File: config.mk
export PLATFORM = sky130hd
export DESIGN_NAME = nd_xfer_seq
export DESIGN_NICKNAME = d
export VERILOG_FILES = /design/src/rtl/nd_seq_pkg.sv /design/src/rtl/nd_addr_nest.sv /design/src/rtl/nd_trig_gate.sv /design/src/rtl/nd_xfer_seq.sv
export SDC_FILE = /design/constraint.sdc
export NUM_CORES = 2
export LEC_CHECK = 0
export CAP_MARGIN = 0
export CORE_ASPECT_RATIO = 1.5
export CORE_MARGIN = 5
export CORE_UTILIZATION = 59
export DETAILED_ROUTE_END_ITERATION = 7
export DONT_BUFFER_PORTS = 1
export PLACE_DENSITY = 0.77
export SYNTH_ARGS = -nofsm -noshare
export SYNTH_HDL_FRONTEND = slang
export SYNTH_SLANG_ARGS = --single-unit
File: constraint.sdc
create_clock -name clk -period 2.85 [get_ports clk]
set_clock_uncertainty 0.1 [all_clocks]
set_input_delay 0.57 -clock clk [delete_from_list [all_inputs] [get_ports clk]]
set_output_delay 0.57 -clock clk [all_outputs]
set_load 0.02 [all_outputs]
File: src/rtl/nd_seq_pkg.sv
package nd_seq_pkg;
    localparam int DIM_W = 32;
    localparam int NEST_D = 3;
    localparam int NTRIG = 2;

    typedef enum logic [1:0] {
        ST_IDLE  = 2'd0,
        ST_WAIT  = 2'd1,
        ST_BURST = 2'd2
    } seq_state_e;

    typedef enum logic {
        EVT_END  = 1'b0,
        EVT_STEP = 1'b1
    } evt_mode_e;
endpackage

File: src/rtl/nd_addr_nest.sv
module nd_addr_nest
    import nd_seq_pkg::*;
#(
    parameter int AW = 32,
    parameter int CW = 16
) (
    input  logic                      clk,
    input  logic                      rst_n,
    input  logic                      load,
    input  logic                      step,
    input  logic [AW-1:0]             origin,
    input  logic [NEST_D*CW-1:0]      lim_in,
    input  logic [NEST_D*DIM_W-1:0]   dim_in,
    output logic [AW-1:0]             addr,
    output logic [NEST_D-1:0]         at_end
);
    logic [CW-1:0]           last_q [NEST_D];
    logic [CW-1:0]           idx_q  [NEST_D];
    logic signed [DIM_W-1:0] dim_q  [NEST_D];
    logic [AW-1:0]           origin_q, base3_q, base2_q, cur_q;
    logic [AW-1:0]           next2, next3;

    function automatic logic [AW-1:0] widen(input logic signed [DIM_W-1:0] d);
        return AW'(d);
    endfunction

    for (genvar g = 0; g < NEST_D; g++) begin : g_end
        assign at_end[g] = (idx_q[g] == last_q[g]);
    end

    assign next2 = base2_q + widen(dim_q[1]);
    assign next3 = base3_q + widen(dim_q[2]);
    assign addr  = cur_q;

    always_ff @(posedge clk or negedge rst_n) begin
        if (!rst_n) begin
            origin_q <= '0;
            base3_q  <= '0;
            base2_q  <= '0;
            cur_q    <= '0;
            for (int i = 0; i < NEST_D; i++) begin
                last_q[i] <= '0;
                idx_q[i]  <= '0;
                dim_q[i]  <= '0;
            end
        end else if (load) begin
            origin_q <= origin;
            base3_q  <= origin;
            base2_q  <= origin;
            cur_q    <= origin;
            for (int i = 0; i < NEST_D; i++) begin
                last_q[i] <= lim_in[i*CW +: CW] - CW'(1);
                idx_q[i]  <= '0;
                dim_q[i]  <= dim_in[i*DIM_W +: DIM_W];
            end
        end else if (step) begin
            if (!at_end[0]) begin
                idx_q[0] <= idx_q[0] + CW'(1);
                cur_q    <= cur_q + widen(dim_q[0]);
            end else if (!at_end[1]) begin
                idx_q[0] <= '0;
                idx_q[1] <= idx_q[1] + CW'(1);
                base2_q  <= next2;
                cur_q    <= next2;
            end else if (!at_end[2]) begin
                idx_q[0] <= '0;
                idx_q[1] <= '0;
                idx_q[2] <= idx_q[2] + CW'(1);
                base3_q  <= next3;
                base2_q  <= next3;
                cur_q    <= next3;
            end else begin
                for (int i = 0; i < NEST_D; i++) idx_q[i] <= '0;
                base3_q <= origin_q;
                base2_q <= origin_q;
                cur_q   <= origin_q;
            end
        end
    end


    load_origin_chk: assert property (@(posedge clk) disable iff (!rst_n)
        load |=> addr == $past(origin));


    wrap_origin_chk: assert property (@(posedge clk) disable iff (!rst_n)
        step && !load && (&at_end) |=> addr == origin_q);


    inner_stride_chk: assert property (@(posedge clk) disable iff (!rst_n)
        step && !load && !at_end[0] |=> addr == $past(addr) + widen(dim_q[0]));
endmodule

File: src/rtl/nd_trig_gate.sv
module nd_trig_gate #(
    parameter int PW = 2
) (
    input  logic clk,
    input  logic rst_n,
    input  logic clr,
    input  logic enable,
    input  logic pulse,
    input  logic take,
    output logic armed
);
    localparam logic [PW-1:0] PMAX = '1;

    logic [PW-1:0] pend_q;
    logic          inc, dec;

    assign armed = (pend_q != '0);
    assign dec   = take && armed;
    assign inc   = enable && pulse && ((pend_q != PMAX) || dec);

    always_ff @(posedge clk or negedge rst_n) begin
        if (!rst_n) begin
            pend_q <= '0;
        end else if (clr) begin
            pend_q <= '0;
        end else begin
            unique case ({inc, dec})
                2'b10:   pend_q <= pend_q + PW'(1);
                2'b01:   pend_q <= pend_q - PW'(1);
                default: pend_q <= pend_q;
            endcase
        end
    end


    pulse_kept_chk: assert property (@(posedge clk) disable iff (!rst_n)
        enable && pulse && !take && !clr && (pend_q != PMAX) |=> pend_q == $past(pend_q) + PW'(1));


    masked_pulse_chk: assert property (@(posedge clk) disable iff (!rst_n)
        !enable && !take && !clr |=> $stable(pend_q));
endmodule

File: src/rtl/nd_xfer_seq.sv
module nd_xfer_seq
    import nd_seq_pkg::*;
#(
    parameter int AW = 32,
    parameter int CW = 16,
    parameter int PW = 2
) (
    input  logic                   clk,
    input  logic                   rst_n,
    input  logic                   start,
    input  logic                   trig0_sel,
    input  logic                   trig1_sel,
    input  logic                   evt_sel,
    input  logic [AW-1:0]          src_base,
    input  logic [4*CW-1:0]        src_cnt,
    input  logic [3*DIM_W-1:0]     src_dim,
    input  logic [AW-1:0]          dst_base,
    input  logic [4*CW-1:0]        dst_cnt,
    input  logic [3*DIM_W-1:0]     dst_dim,
    input  logic                   trig0,
    input  logic                   trig1,
    output logic                   req_valid,
    input  logic                   req_ready,
    output logic [AW-1:0]          req_src,
    output logic [AW-1:0]          req_dst,
    output logic [CW-1:0]          req_bytes,
    output logic                   busy,
    output logic                   evt
);
    seq_state_e        state_q, state_d;
    evt_mode_e         emode_q;
    logic [CW-1:0]     len_q;
    logic [NTRIG-1:0]  tsel_q, armed, take, pulses;
    logic [AW-1:0]     dst_origin_q, src_addr, dst_addr;
    logic [NEST_D-1:0] src_end, dst_end;
    logic              evt_q, evt_d;
    logic              launch, empty, hs, gated, go, row_done, all_done;

    assign launch   = (state_q == ST_IDLE) && start;
    assign hs       = (state_q == ST_BURST) && req_ready;
    assign gated    = |tsel_q;
    assign go       = &(armed | ~tsel_q);
    assign row_done = src_end[0];
    assign all_done = &src_end;
    assign pulses   = {trig1, trig0};

    always_comb begin
        empty = 1'b0;
        for (int d = 0; d < 4; d++) begin
            if (src_cnt[d*CW +: CW] == '0) empty = 1'b1;
            if (dst_cnt[d*CW +: CW] == '0) empty = 1'b1;
        end
    end

    nd_addr_nest #(.AW(AW), .CW(CW)) u_src_nest (
        .clk    (clk),
        .rst_n  (rst_n),
        .load   (launch),
        .step   (hs),
        .origin (src_base),
        .lim_in (src_cnt[4*CW-1:CW]),
        .dim_in (src_dim),
        .addr   (src_addr),
        .at_end (src_end)
    );

    nd_addr_nest #(.AW(AW), .CW(CW)) u_dst_nest (
        .clk    (clk),
        .rst_n  (rst_n),
        .load   (launch),
        .step   (hs),
        .origin (dst_base),
        .lim_in (dst_cnt[4*CW-1:CW]),
        .dim_in (dst_dim),
        .addr   (dst_addr),
        .at_end (dst_end)
    );

    for (genvar g = 0; g < NTRIG; g++) begin : g_gate
        assign take[g] = (state_q == ST_WAIT) && go && tsel_q[g];
        nd_trig_gate #(.PW(PW)) u_gate (
            .clk    (clk),
            .rst_n  (rst_n),
            .clr    (launch),
            .enable (tsel_q[g]),
            .pulse  (pulses[g]),
            .take   (take[g]),
            .armed  (armed[g])
        );
    end

    // next-state logic
    always_comb begin
        state_d = state_q;
        unique case (state_q)
            ST_IDLE: begin
                if (launch && !empty)
                    state_d = (trig0_sel || trig1_sel) ? ST_WAIT : ST_BURST;
            end
            ST_WAIT: begin
                if (go) state_d = ST_BURST;
            end
            ST_BURST: begin
                if (hs) begin
                    if (all_done)               state_d = ST_IDLE;
                    else if (row_done && gated) state_d = ST_WAIT;
                end
            end
            default: state_d = ST_IDLE;
        endcase
    end

    // outputs
    always_comb begin
        req_valid = (state_q == ST_BURST);
        busy      = (state_q != ST_IDLE);
        req_src   = src_addr;
        req_dst   = dst_addr;
        req_bytes = len_q;
        evt       = evt_q;
        evt_d     = (launch && empty)
                 || (hs && all_done)
                 || (hs && row_done && (emode_q == EVT_STEP));
    end

    // state register
    always_ff @(posedge clk or negedge rst_n) begin
        if (!rst_n) begin
            state_q      <= ST_IDLE;
            evt_q        <= 1'b0;
            len_q        <= '0;
            tsel_q       <= '0;
            emode_q      <= EVT_END;
            dst_origin_q <= '0;
        end else begin
            state_q <= state_d;
            evt_q   <= evt_d;
            if (launch) begin
                len_q        <= src_cnt[CW-1:0];
                tsel_q       <= {trig1_sel, trig0_sel};
                emode_q      <= evt_mode_e'(evt_sel);
                dst_origin_q <= dst_base;
            end
        end
    end


    stall_hold_chk: assert property (@(posedge clk) disable iff (!rst_n)
        req_valid && !req_ready |=> req_valid && $stable(req_src) && $stable(req_dst) && $stable(req_bytes));


    final_release_chk: assert property (@(posedge clk) disable iff (!rst_n)
        hs && all_done |=> !busy && evt);


    empty_done_chk: assert property (@(posedge clk) disable iff (!rst_n)
        launch && empty |=> evt && !busy);


    step_pause_chk: assert property (@(posedge clk) disable iff (!rst_n)
        hs && row_done && !all_done && gated |=> !req_valid && busy);


    dst_restart_chk: assert property (@(posedge clk) disable iff (!rst_n)
        hs && (&dst_end) |=> req_dst == dst_origin_q);


    free_run_chk: assert property (@(posedge clk) disable iff (!rst_n)
        launch && !empty && !trig0_sel && !trig1_sel |=> req_valid);
endmodule

==> results.txt <==
Yosys mapped a number of flops with a built-in enable equal to 0. The total congestion overflow after global routing came out at 0. Measured against its own limit, the worst slew margin works out to -124%.

The run finished, with violations left. The measured slew at the worst slew-check pin came out at roughly 3400 ps. In this run, synthesis produced a sequential element count of roughly 670. The setup violation total in the final timing report is 132. The sequential cell fraction of total power is between 20 and 25%. The number of filler instances in the final layout is 4,641. The proportion of power drawn by the clock network is about an eighth. The number of global-route vias before repair came out at between 40,000 and 50,000. The tightest hold path in the finished design has a slack of -480 ps. The final-report hold violation count came out at approximately 360. The maximum clock frequency came out at between 300 and 400 MHz. The number of buffers inserted by port buffering is 0. The number of placement rows is roughly 120. The average detailed-routed wire length per instance is ~24 um. The static leakage came out at 25.0 nW. STA classifies the critical path startpoint as a flop.

The width of the die is around 220 um. The final layout contains 6,138 nets. The library cells used most frequently in the layout, excluding fill and tap cells, are 1,204 x nand2_1, 660 x dfrtp_1, 543 x buf_4.

The share of synthesized registers carrying an async set or reset came out at between 90% and 100%. In this run switching power makes up 45.5% of total power. The area growth from synthesis to layout came out at 30.0%. The number of antenna violations at the first check in global routing is 10. On the critical path, the stage with the largest delay is an instance of dfrtp_1. The worst-case setup margin in the final layout is -429 ps. The most common library cell in the layout ignoring fill and taps is nand2_1. The first global-routing pass estimated between 200,000 and 250,000 um of wire. The post-synthesis net count is between 5,000 and 6,000. The data arrival time of the worst path came out at ~3700 ps. Across the run, the number of max-cap violations was 0. The number of levels in the clock H-tree came out at 3. Of all nets on the critical path, the largest fanout is 3. The net switching power figure is ~34 mW. The post-route netlist has a little under a fifth of its cells at a drive strength greater than 1. The setup path with the least slack is of type reg2reg. The aggregate global-route resource usage is 39.4%. The post-cts hold buffer count is around 240. The Yosys step of the flow raised 0 warnings. The floorplan step defined a die boundary enclosing 0.0741 sq mm.

Traced cell by cell, the critical path runs through ha_2 > fa_2 > a211oi_4 > o21bai_1 > a21oi_2 > nor4_2 > buf_4 > o211ai_1 > a21oi_2 > o21a_1 > o31ai_1 > buf_4 > buf_4 > nor2_2 > o31ai_1. The first routing iteration left 4,109 violations. The internal portion of total power is 40.7 mW. The post-route clock period utilization is 115%.

The synthesized netlist contains 93 unique library cells. By instance count, the cell type seen most on the critical path is buf_4. The cell at the root of the clock tree is clkbuf_16. The shortest period the worst path allows came out at 3280 ps.

The final max-slew violation count came out at between 400 and 500. The maximum clock insertion buffer count is 3. IR analysis of the VDD net gives a maximum drop of approximately 0.96 mV. The number of antenna-violating nets in the routed design is 0. Once layout is complete, the utilization of the core stands at roughly 77%. Setup repair after global routing could not meet its margin everywhere.

A synthesized cell averages 8.35 sq um. In this run the power density over the cells is 1420 mW/mm^2. In the final timing run, aggregate negative setup slack is -24,960 ps. The largest single stage delay on the critical path is between 300 and 400 ps. The congestion estimate from routability-driven global placement came to slightly above 1. Synthesis produced a netlist whose cell count is ~4,900.

The final reports fail on negative hold slack, max-slew violations, negative setup slack. The number of iterations in the first detailed-routing pass is 6. After floorplanning, the core was sized to cover just under 0.07 sq mm.

The clock edge transition at the registers on the reported setup and hold paths is about 70 ps. Detailed placement ended at an HPWL of roughly 110,000 um. The class of the most critical hold timing path is in2async. For this run, the register share of the synthesized area comes to a little over 40%.

The CTS tree is built. The number of sinks handled by clock tree synthesis is 666. After detailed routing, the number of remaining DRC violations is 0. The final layout contains routed wiring with a total length of ~150,000 um. The starting utilization of the core area is about three fifths. Data on the critical path is required at its endpoint by approximately 3300 ps. The kind of end point of the critical path is a flop. The most used flip-flop cell after synthesis is dfrtp_1. Measured along the y axis, the die boundary spans between 300 and 400 um. Combinational logic is responsible for approximately 64% of the overall power.

Clock tree synthesis inserted a total of 70 buffers. The register-to-register setup slack is -430 ps. 476 I/O pins were placed.

The vias after detailed routing is just over 40,000. The maximum number of pins on one net before global-route repair is between 600 and 700. The via density per instance is about 6.3.

After synthesis the cells add up to ~0.04 sq mm. The clock insertion delay at the later pin of the skew report came out at approximately 650 ps.
cells in the mapped netlist (all sizes together), types with 6 or more instances:
library cell	n	area share, %
a21oi	310	3.8
o2111ai	6	0.13
xor2	158	3.4
nor4	47	0.76
a211o	8	0.17
nor2b	25	0.39
nand2	1218	11
o21ai	439	5.4
nand4	46	0.71
a221o	8	0.20
or2	7	0.11
a311oi	11	0.25
and2	14	0.22
o31ai	19	0.36
nor3b	6	0.11
o221ai	8	0.17
a31oi	61	0.94
nand3b	14	0.26
a21boi	15	0.28
and4	11	0.24
clkbuf	209	1.9
nand3	76	0.94
and3	76	1.2
dfrtp	666	41
a221oi	12	0.32
nor3	72	0.89
nand2b	24	0.37
a211oi	34	0.63
buf	19	0.19
o21bai	26	0.48
o22ai	43	0.66
ha	202	6.2
o211ai	36	0.70
xnor2	194	4.2
nor2	346	3.2
o21a	17	0.31
or3	15	0.23
a21o	126	2.3
inv	67	0.62
mux2	9	0.25
or4	10	0.19
fa	6	0.30
a2111oi	7	0.23
mux2i	65	1.6
final cells by class:
| class | instances | area (sq um) | area share (%) |
|---|---|---|---|
| clock buffers | 96 | 2010 | 3.82 |
| well taps | 892 | 1120 | 2.12 |
| flip-flops and latches | 666 | 16700 | 31.6 |
| clock inverters | 27 | 382 | 0.724 |
| multi-input cells | 3891 | 24900 | 47.3 |
| repair buffers | 840 | 7290 | 13.8 |
| diodes | 10 | 25.0 | 0.0475 |
| inverters | 68 | 255 | 0.484 |
worst max-delay path, delay by kind of cell, from the launching register on:
family / cells / cell delay, ps
AND/OR/NAND/NOR: 2 / 120
adder cells (fa/ha/maj): 2 / 570
buffers and inverters: 3 / 460
AO/OA/AOI/OAI: 8 / 1560
flip-flops: 1 / 380
worst paths after layout:
kind | startpoint | to | cells past startpoint
hold / removal | rst_n | u_dst_nest.last_q[30]$_DFFE_PN0P_ | 0
min in group clk | dst_base[26] | u_dst_nest.addr[26]$_DFFE_PN0P_ | 2
max in group asynchronous | rst_n | u_dst_nest.addr[2]$_DFFE_PN0P_ | 0
hold reg to reg | u_dst_nest.origin_q[12]$_DFFE_PN0P_ | u_dst_nest.origin_q[12]$_DFFE_PN0P_ | 2
setup reg to reg | u_dst_nest.base3_q[0]$_DFFE_PN0P_ | u_dst_nest.base3_q[20]$_DFFE_PN0P_ | 15
setup / recovery | u_dst_nest.base3_q[0]$_DFFE_PN0P_ | u_dst_nest.base3_q[20]$_DFFE_PN0P_ | 15
layer usage:
layer	GRT usage [%]	share of wire, %
met4	28.3	9.2
met3	8.35	8.1
met5	0	0.018
met2	66.6	48
met1	44.2	35
through the flow:
step | power [mW] | instance area [sq um] | setup slack, ps | hold WS, ps | std cells
floorplan | 40.8 | 40700 | -104 | 174 | 4853
global placement | 55.8 | 45300 | -731 | 193 | 6048
detailed placement | 56.6 | 45300 | -695 | 194 | 6048
CTS | 70.5 | 51500 | -396 | -492 | 6449
global route | 78.9 | 52700 | -600 | -493 | 6484
finish | 74.8 | 52700 | -429 | -480 | 6490
power groups by stage:
stage	registers [mW]	logic [mW]	clock network (mW)
2_1_floorplan	16.2	24.6	0
3_3_place_gp	16.8	39.0	0
3_5_place_dp	16.9	39.6	0
4_1_cts	16.9	43.8	9.88
5_1_grt	17.4	51.2	10.3
6_report	17.2	47.8	9.82
cell families (layout without fill, tap and decap cells):
group                      after synthesis  in the layout  share of synthesized area (%)
adders and majority gates              208            208                           6.53
muxes                                   74             74                           1.86
DFF                                    666            666                           41.1
and+or+nand+nor                       2016           2016                           21.3
xor gates and xnor gates               352            352                           7.61
other                                    0             10                              0
buffers and inverters                  296           1031                           2.76
AOI/OAI and AO/OA                     1241           1241                           18.8
registers in the layout (all words and copies together), names as in the netlist:
name / cells
u_dst_nest.addr: 32
emode_q: 1
req_bytes: 16
u_src_nest.origin_q: 32
state_q: 2
u_src_nest.dim_q: 96
u_src_nest.idx_q: 48
u_src_nest.base2_q: 32
u_dst_nest.origin_q: 32
u_src_nest.addr: 32
tsel_q: 2
u_dst_nest.dim_q: 96
u_src_nest.last_q: 48
g_gate.u_gate.pend_q: 4
u_dst_nest.last_q: 48
evt: 1
u_dst_nest.idx_q: 48
u_dst_nest.base2_q: 32
u_src_nest.base3_q: 32
u_dst_nest.base3_q: 32
repair_timing:
action,in CTS,in global routing
buffers inserted,42,44
hold endpoints to repair,928,666
setup endpoints to repair,165,184
pin swaps,169,140
resized for setup,264,207
No activity file was read; power rests on OpenSTA's default activity.
